### src/rtl/pcb_pkg.sv
`timescale 1ns/1ps
package pcb_pkg;
    localparam int NCTR  = 6;
    localparam int SEL_W = 8;

    // control word 0 bit positions
    localparam int FRZ_ALL_BIT = 0;
    localparam int FRZ_LO_BIT  = 1;
    localparam int FRZ_HI_BIT  = 2;
    localparam int OVE_C1_BIT  = 3;
    localparam int OVE_REST_BIT = 4;

    // event selector codes
    localparam logic [SEL_W-1:0] EV_INS      = 8'h02;
    localparam logic [SEL_W-1:0] EV_CYC      = 8'h1E;
    localparam logic [SEL_W-1:0] EV_C1_INS2  = 8'hFE;
    localparam logic [SEL_W-1:0] EV_C1_CYC2  = 8'hF0;
    localparam logic [SEL_W-1:0] EV_C4_RUN   = 8'hFA;

    typedef enum logic [1:0] {
        KIND_IDLE = 2'd0,
        KIND_INS  = 2'd1,
        KIND_CYC  = 2'd2
    } cnt_kind_e;
endpackage

### src/rtl/pcb_event_decode.sv
`timescale 1ns/1ps
module pcb_event_decode #(
    parameter int CNT_W = 32
) (
    input  logic                                    frz_all,
    input  logic                                    frz_lo,
    input  logic                                    frz_hi,
    input  logic [CNT_W-1:0]                        ctrl1,
    input  logic                                    run_latch,
    output pcb_pkg::cnt_kind_e [pcb_pkg::NCTR-1:0]  kind
);
    import pcb_pkg::*;

    localparam int NLO = 4;

    logic [NLO-1:0][SEL_W-1:0] sel;
    logic lo_on;
    logic hi_on;

    for (genvar k = 0; k < NLO; k++) begin : g_sel
        assign sel[k] = ctrl1[k*SEL_W +: SEL_W];
    end

    assign lo_on = !frz_all && !frz_lo && (ctrl1 != '0);
    assign hi_on = !frz_all && !frz_hi;

    always_comb begin
        for (int i = 0; i < NCTR; i++) begin
            kind[i] = KIND_IDLE;
        end
        if (lo_on) begin
            // counter 1: two codes per kind
            if (sel[0] == EV_INS || sel[0] == EV_C1_INS2) begin
                kind[0] = KIND_INS;
            end else if (sel[0] == EV_CYC || sel[0] == EV_C1_CYC2) begin
                kind[0] = KIND_CYC;
            end
            // counters 2 and 3: base codes only
            for (int k = 1; k < 3; k++) begin
                if (sel[k] == EV_INS) begin
                    kind[k] = KIND_INS;
                end else if (sel[k] == EV_CYC) begin
                    kind[k] = KIND_CYC;
                end
            end
            // counter 4: gated alternate instruction code
            if (sel[3] == EV_INS || (sel[3] == EV_C4_RUN && run_latch)) begin
                kind[3] = KIND_INS;
            end else if (sel[3] == EV_CYC) begin
                kind[3] = KIND_CYC;
            end
        end
        if (hi_on) begin
            kind[4] = KIND_INS;
            kind[5] = KIND_CYC;
        end
    end
endmodule

### src/rtl/pcb_counter_slice.sv
`timescale 1ns/1ps
module pcb_counter_slice #(
    parameter int CNT_W = 32,
    parameter int RET_W = 3
) (
    input  logic [CNT_W-1:0]    cur,
    input  pcb_pkg::cnt_kind_e  kind,
    input  logic [RET_W-1:0]    retired,
    input  logic                ovf_en,
    input  logic                wr_hit,
    input  logic [CNT_W-1:0]    wdata,
    output logic [CNT_W-1:0]    nxt,
    output logic                ovf
);
    import pcb_pkg::*;

    localparam logic [CNT_W:0] THRESH = (CNT_W+1)'(1) << (CNT_W-1);

    logic [CNT_W-1:0] delta;
    logic [CNT_W:0]   sum;

    always_comb begin
        case (kind)
            KIND_INS: delta = CNT_W'(retired);
            KIND_CYC: delta = CNT_W'(1);
            default:  delta = '0;
        endcase
    end

    assign sum = {1'b0, cur} + {1'b0, delta};

    always_comb begin
        nxt = cur;
        ovf = 1'b0;
        if (wr_hit) begin
            nxt = wdata;
        end else if (delta != '0) begin
            if (ovf_en && sum >= THRESH) begin
                nxt = THRESH[CNT_W-1:0];
                ovf = 1'b1;
            end else begin
                nxt = sum[CNT_W-1:0];
            end
        end
    end
endmodule

### src/rtl/perf_counter_bank.sv
`timescale 1ns/1ps
module perf_counter_bank #(
    parameter int CNT_W  = 32,
    parameter int RET_W  = 3,
    parameter int ADDR_W = 3
) (
    input  logic                       clk,
    input  logic                       rst_n,
    input  logic [RET_W-1:0]           retired,
    input  logic                       run_latch,
    input  logic                       reg_we,
    input  logic [ADDR_W-1:0]          reg_addr,
    input  logic [CNT_W-1:0]           reg_wdata,
    output logic [CNT_W-1:0]           reg_rdata,
    output logic [pcb_pkg::NCTR-1:0]   ovf_vec,
    output logic                       ovf_pulse
);
    import pcb_pkg::*;

    localparam logic [ADDR_W-1:0] ADDR_CTRL0 = ADDR_W'(NCTR);
    localparam logic [ADDR_W-1:0] ADDR_CTRL1 = ADDR_W'(NCTR + 1);
    localparam logic [CNT_W-1:0]  CTRL0_RST  = CNT_W'(1) << FRZ_ALL_BIT;

    typedef struct packed {
        logic [NCTR-1:0][CNT_W-1:0] cnt;
        logic [CNT_W-1:0]           ctrl0;
        logic [CNT_W-1:0]           ctrl1;
        logic [NCTR-1:0]            ovf;
    } bank_state_t;

    bank_state_t s_q, s_d;

    cnt_kind_e [NCTR-1:0]        kind;
    logic [NCTR-1:0][CNT_W-1:0]  slice_nxt;
    logic [NCTR-1:0]             slice_ovf;

    pcb_event_decode #(.CNT_W(CNT_W)) u_decode (
        .frz_all   (s_q.ctrl0[FRZ_ALL_BIT]),
        .frz_lo    (s_q.ctrl0[FRZ_LO_BIT]),
        .frz_hi    (s_q.ctrl0[FRZ_HI_BIT]),
        .ctrl1     (s_q.ctrl1),
        .run_latch (run_latch),
        .kind      (kind)
    );

    for (genvar i = 0; i < NCTR; i++) begin : g_ctr
        logic ove;
        logic hit;
        if (i == 0) begin : g_own_en
            assign ove = s_q.ctrl0[OVE_C1_BIT];
        end else begin : g_shared_en
            assign ove = s_q.ctrl0[OVE_REST_BIT];
        end
        assign hit = reg_we && (reg_addr == ADDR_W'(i));

        pcb_counter_slice #(.CNT_W(CNT_W), .RET_W(RET_W)) u_slice (
            .cur     (s_q.cnt[i]),
            .kind    (kind[i]),
            .retired (retired),
            .ovf_en  (ove),
            .wr_hit  (hit),
            .wdata   (reg_wdata),
            .nxt     (slice_nxt[i]),
            .ovf     (slice_ovf[i])
        );
    end

    always_comb begin
        s_d     = s_q;
        s_d.cnt = slice_nxt;
        s_d.ovf = slice_ovf;
        if (reg_we && reg_addr == ADDR_CTRL0) begin
            s_d.ctrl0 = reg_wdata;
        end
        if (reg_we && reg_addr == ADDR_CTRL1) begin
            s_d.ctrl1 = reg_wdata;
        end
    end

    always_ff @(posedge clk) begin
        if (!rst_n) begin
            s_q.cnt   <= '0;
            s_q.ctrl0 <= CTRL0_RST;
            s_q.ctrl1 <= '0;
            s_q.ovf   <= '0;
        end else begin
            s_q <= s_d;
        end
    end

    always_comb begin
        reg_rdata = '0;
        if (reg_addr == ADDR_CTRL0) begin
            reg_rdata = s_q.ctrl0;
        end else if (reg_addr == ADDR_CTRL1) begin
            reg_rdata = s_q.ctrl1;
        end else begin
            for (int i = 0; i < NCTR; i++) begin
                if (reg_addr == ADDR_W'(i)) begin
                    reg_rdata = s_q.cnt[i];
                end
            end
        end
    end

    assign ovf_vec   = s_q.ovf;
    assign ovf_pulse = |s_q.ovf;
endmodule

### config.mk
export PLATFORM = sky130hd
export DESIGN_NAME = perf_counter_bank
export DESIGN_NICKNAME = d
export VERILOG_FILES = /design/src/rtl/pcb_pkg.sv /design/src/rtl/pcb_event_decode.sv /design/src/rtl/pcb_counter_slice.sv /design/src/rtl/perf_counter_bank.sv
export SDC_FILE = /design/constraint.sdc
export NUM_CORES = 1
export LEC_CHECK = 0
export ABC_AREA = 1
export BUFFER_PORTS_ARGS = -buffer_cell sky130_fd_sc_hd__buf_4
export CORE_MARGIN = 4
export CORE_UTILIZATION = 60
export DETAILED_ROUTE_END_ITERATION = 7
export GPL_TIMING_DRIVEN = 0
export MAX_ROUTING_LAYER = met4
export PLACE_DENSITY = 0.78
export SYNTH_ARGS = -nofsm -noshare
export SYNTH_HDL_FRONTEND = slang
export SYNTH_HIERARCHICAL = 1
export SYNTH_SLANG_ARGS = --single-unit
### constraint.sdc
create_clock -name clk -period 4.2 [get_ports clk]
set_clock_uncertainty 0.15 [all_clocks]
set_input_delay 0.42 -clock clk [delete_from_list [all_inputs] [get_ports clk]]
set_output_delay 0.42 -clock clk [all_outputs]
set_load 0.02 [all_outputs]
==> results.json <==
{
  "status": "finished with violations",
  "violations": "capacitance limit, slew limit",
  "ant_nets": 0,
  "grt_overflow": 0,
  "cp_slowest_cell": "dfxtp_1",
  "async_reset_ff_share_pct": 0,
  "critical_path_required_ns": 4.61,
  "synth_area_leaders": "dfxtp_1 (24%), nand2_1 (22%), inv_1 (9.4%)",
  "clk_path_buf_depth": 3,
  "ys_types": 48,
  "critPathTopFamily": "simple AND/OR/NAND/NOR gates",
  "synthFlopType": "dfxtp_1",
  "worst_hold_slack_ns": 0.04202,
  "chipWidth_um": 197.4,
  "cts_made_buffers": 31,
  "detail_route.wl_per_cell_um": 21.77,
  "rrSetupSlack_ns": 0.21,
  "arrival_ns": 4.40,
  "internal_power_uw": 4520,
  "nNetsFinal": 3875,
  "crit_fanout": 10,
  "hold_buffers": 0,
  "dp.final_hpwl_um": 69510,
  "drv_slew": 1,
  "p_seq_share_pct": 41.3,
  "p_comb_share_pct": 12.5,
  "syn_area_mm2": 0.02153,
  "pin_count": 81,
  "critical_path_depth": 25,
  "cp-start-kind": "register",
  "cpMostUsedCell": "nand2_1",
  "wl_um": 93410,
  "p_per_area_mw_per_mm2": 269.4,
  "clock_latency_ns": 0.61,
  "drc": 0,
  "die_height_um": 197.4,
  "place_area_mm2": 0.02268,
  "p_leak_uw": 0.01181,
  "ys_top_cells_by_count": "nand2_1 (1241), inv_1 (539), nor2_1 (441)",
  "vdd_drop_max_v": 0.0003155,
  "worstMarginPinSlew_ns": 1.488,
  "rr_worst_depth": 25,
  "grt_pass1_wl_um": 137200,
  "grtUsageMet3_pct": 13.13,
  "drive_gt1_share_pct": 13.68,
  "drtIter0Drc": 3306,
  "period_share_pct": 95.06,
  "die_area_mm2": 0.03898,
  "worst-path-buf-inv": 4,
  "synth.top_cell.area_share_pct": 24.36,
  "clkTransAtPathRegs_ns": 0.06,
  "worst_path_largest_cell_delay_ns": 0.34,
  "synth_edf_count": 0,
  "pwr-share-clk_pct": 46.2,
  "start_util_pct": 60.68,
  "grt_use_total_pct": 47.39,
  "synth_top_area_cell": "dfxtp_1",
  "grt_antenna_before_repair": 5,
  "hold_viol_final": 0,
  "syn_inst": 3687,
  "met2_usage_pct": 68.56,
  "synthToLayoutAreaGrowth_pct": 10.69,
  "placementRows": 69,
  "gp_congestion": 1.188,
  "setup_violations": 0,
  "grt.busiest_layer": "met2",
  "post_cts_buffers": 0,
  "yosysMostFrequentCell": "nand2_1",
  "fin_area_mm2": 0.02383,
  "clockRootBuffer": "clkbuf_16",
  "viasPerCell": 5.972,
  "ys_seq_elements": 262,
  "core_area_mm2": 0.03548,
  "yosysWarningCount": 6,
  "min_path_cells": 4,
  "crit_type": "register to register",
  "cts_tree": "done",
  "min_path_type": "input pin to register",
  "cts.sinks": 262,
  "sw_frac_of_total_pct": 29.61,
  "grtUsageMet1_pct": 57.46,
  "grt_start_max_net_pins": 16,
  "fin_crit_ns": 3.993,
  "dr.pass1.iters": 6,
  "power_uw": 6421,
  "switchingPower_uw": 1901,
  "cts_max_level": 1,
  "synth_area_per_cell_um2": 5.840,
  "ys_seq_area_share_pct": 24.36,
  "crit_path_end_kind": "register",
  "maxCapViolations": 1,
  "maxSlewHeadroom_pct": -0.1042,
  "rsz0062_at_grt": "yes",
  "grt_pass1_vias": 23010,
  "portBuffers": 76,
  "vias": 25620,
  "fmax_ghz": 0.2505
}
==> path summary, 6_finish.rpt <==
kind	startpoint	endpoint
max	s_q[9]$_SDFFE_PN0P_	ovf_vec[1]$_SDFF_PN0_
min	reg_we	s_q[39]$_SDFFE_PN0P_
max reg2reg	s_q[9]$_SDFFE_PN0P_	ovf_vec[1]$_SDFF_PN0_
min reg2reg	s_q[67]$_SDFFE_PN0P_	s_q[67]$_SDFFE_PN0P_
==> what timing repair did <==
item,4_1_cts,5_1_grt
resized for setup,1,13
pin swaps,0,1
setup endpoints to repair,1,97
==> sequential cells by signal, summed over array words and instances, names as in the netlist <==
| name | flops |
|---|---|
| s_q | 254 |
| ovf_vec | 6 |
| g_ctr.ove | 2 |
==> through the flow <==
| step | instances | setup slack, ns | setup TNS [ns] | utilization, % |
|---|---|---|---|---|
| final | 4290 | 0.2075 | 0 | 67.17 |
| after global routing | 4289 | -0.009264 | -0.009264 | 67.16 |
| after CTS | 4283 | 0.06620 | 0 | 66.99 |
| after detailed placement | 4225 | -0.05407 | -0.05407 | 63.93 |
| after global placement | 4225 | -0.02034 | -0.02034 | 63.93 |
| after floorplan | 3688 | 1.063 | 0 | - |
==> metal layers <==
layer | part of all wire (%) | vias up
li1 | - | 11770
met1 | 36 | 11580
met2 | 41 | 1801
met3 | 15 | 473
met4 | 9.0 | 0
met5 | 0 | -
==> cell usage in the layout, fill, tap and decap left out, types with 60 or more instances in the layout <==
cell,count
nand2_1,1240
inv_1,539
nor2_1,436
dfxtp_1,262
nand4_1,207
a21oi_1,166
nand3_1,150
nand3_2,105
buf_4,89
o21ai_0,83
clkbuf_1,60
==> final cells by class <==
type / count / area, um2
diodes: 7 / 17.52
plain buffers: 164 / 1046
clock buffers: 41 / 863.3
clock inverters: 17 / 221.5
fillers: 3292 / 11650
inverters: 560 / 2118
multi-input cells: 2702 / 13180
flip-flops and latches: 262 / 5245
well taps: 461 / 576.8
repair buffers: 76 / 570.5
==> tightest hold or removal path: stages <==
cell	delay, ns
buf_4	0.13
nand2_4	0.09
nand2_1	0.06
a21oi_1	0.05
==> logic make-up (layout without fill, tap and decap cells) <==
logic type | after synthesis | count (layout) | synth area share (%)
flip-flops | 262 | 262 | 24.36
AND/OR/NAND/NOR | 2359 | 2359 | 50.74
adder cells (fa/ha/maj) | 36 | 36 | 2.301
XOR/XNOR | 18 | 18 | 0.7322
AO/OA/AOI/OAI | 287 | 287 | 7.159
other | 1 | 9 | 0.01742
buffers and inverters | 724 | 858 | 14.70
==> power by group through the flow <==
stage	Clock [uW]	Sequential, uW	Combinational (uW)
detailed placement	0	2700	757
global placement	0	2700	736
finish	2970	2660	800
floorplan	0	2650	449
global route	3050	2660	842
CTS	2950	2650	761
No activity file was read; power rests on OpenSTA's default activity.
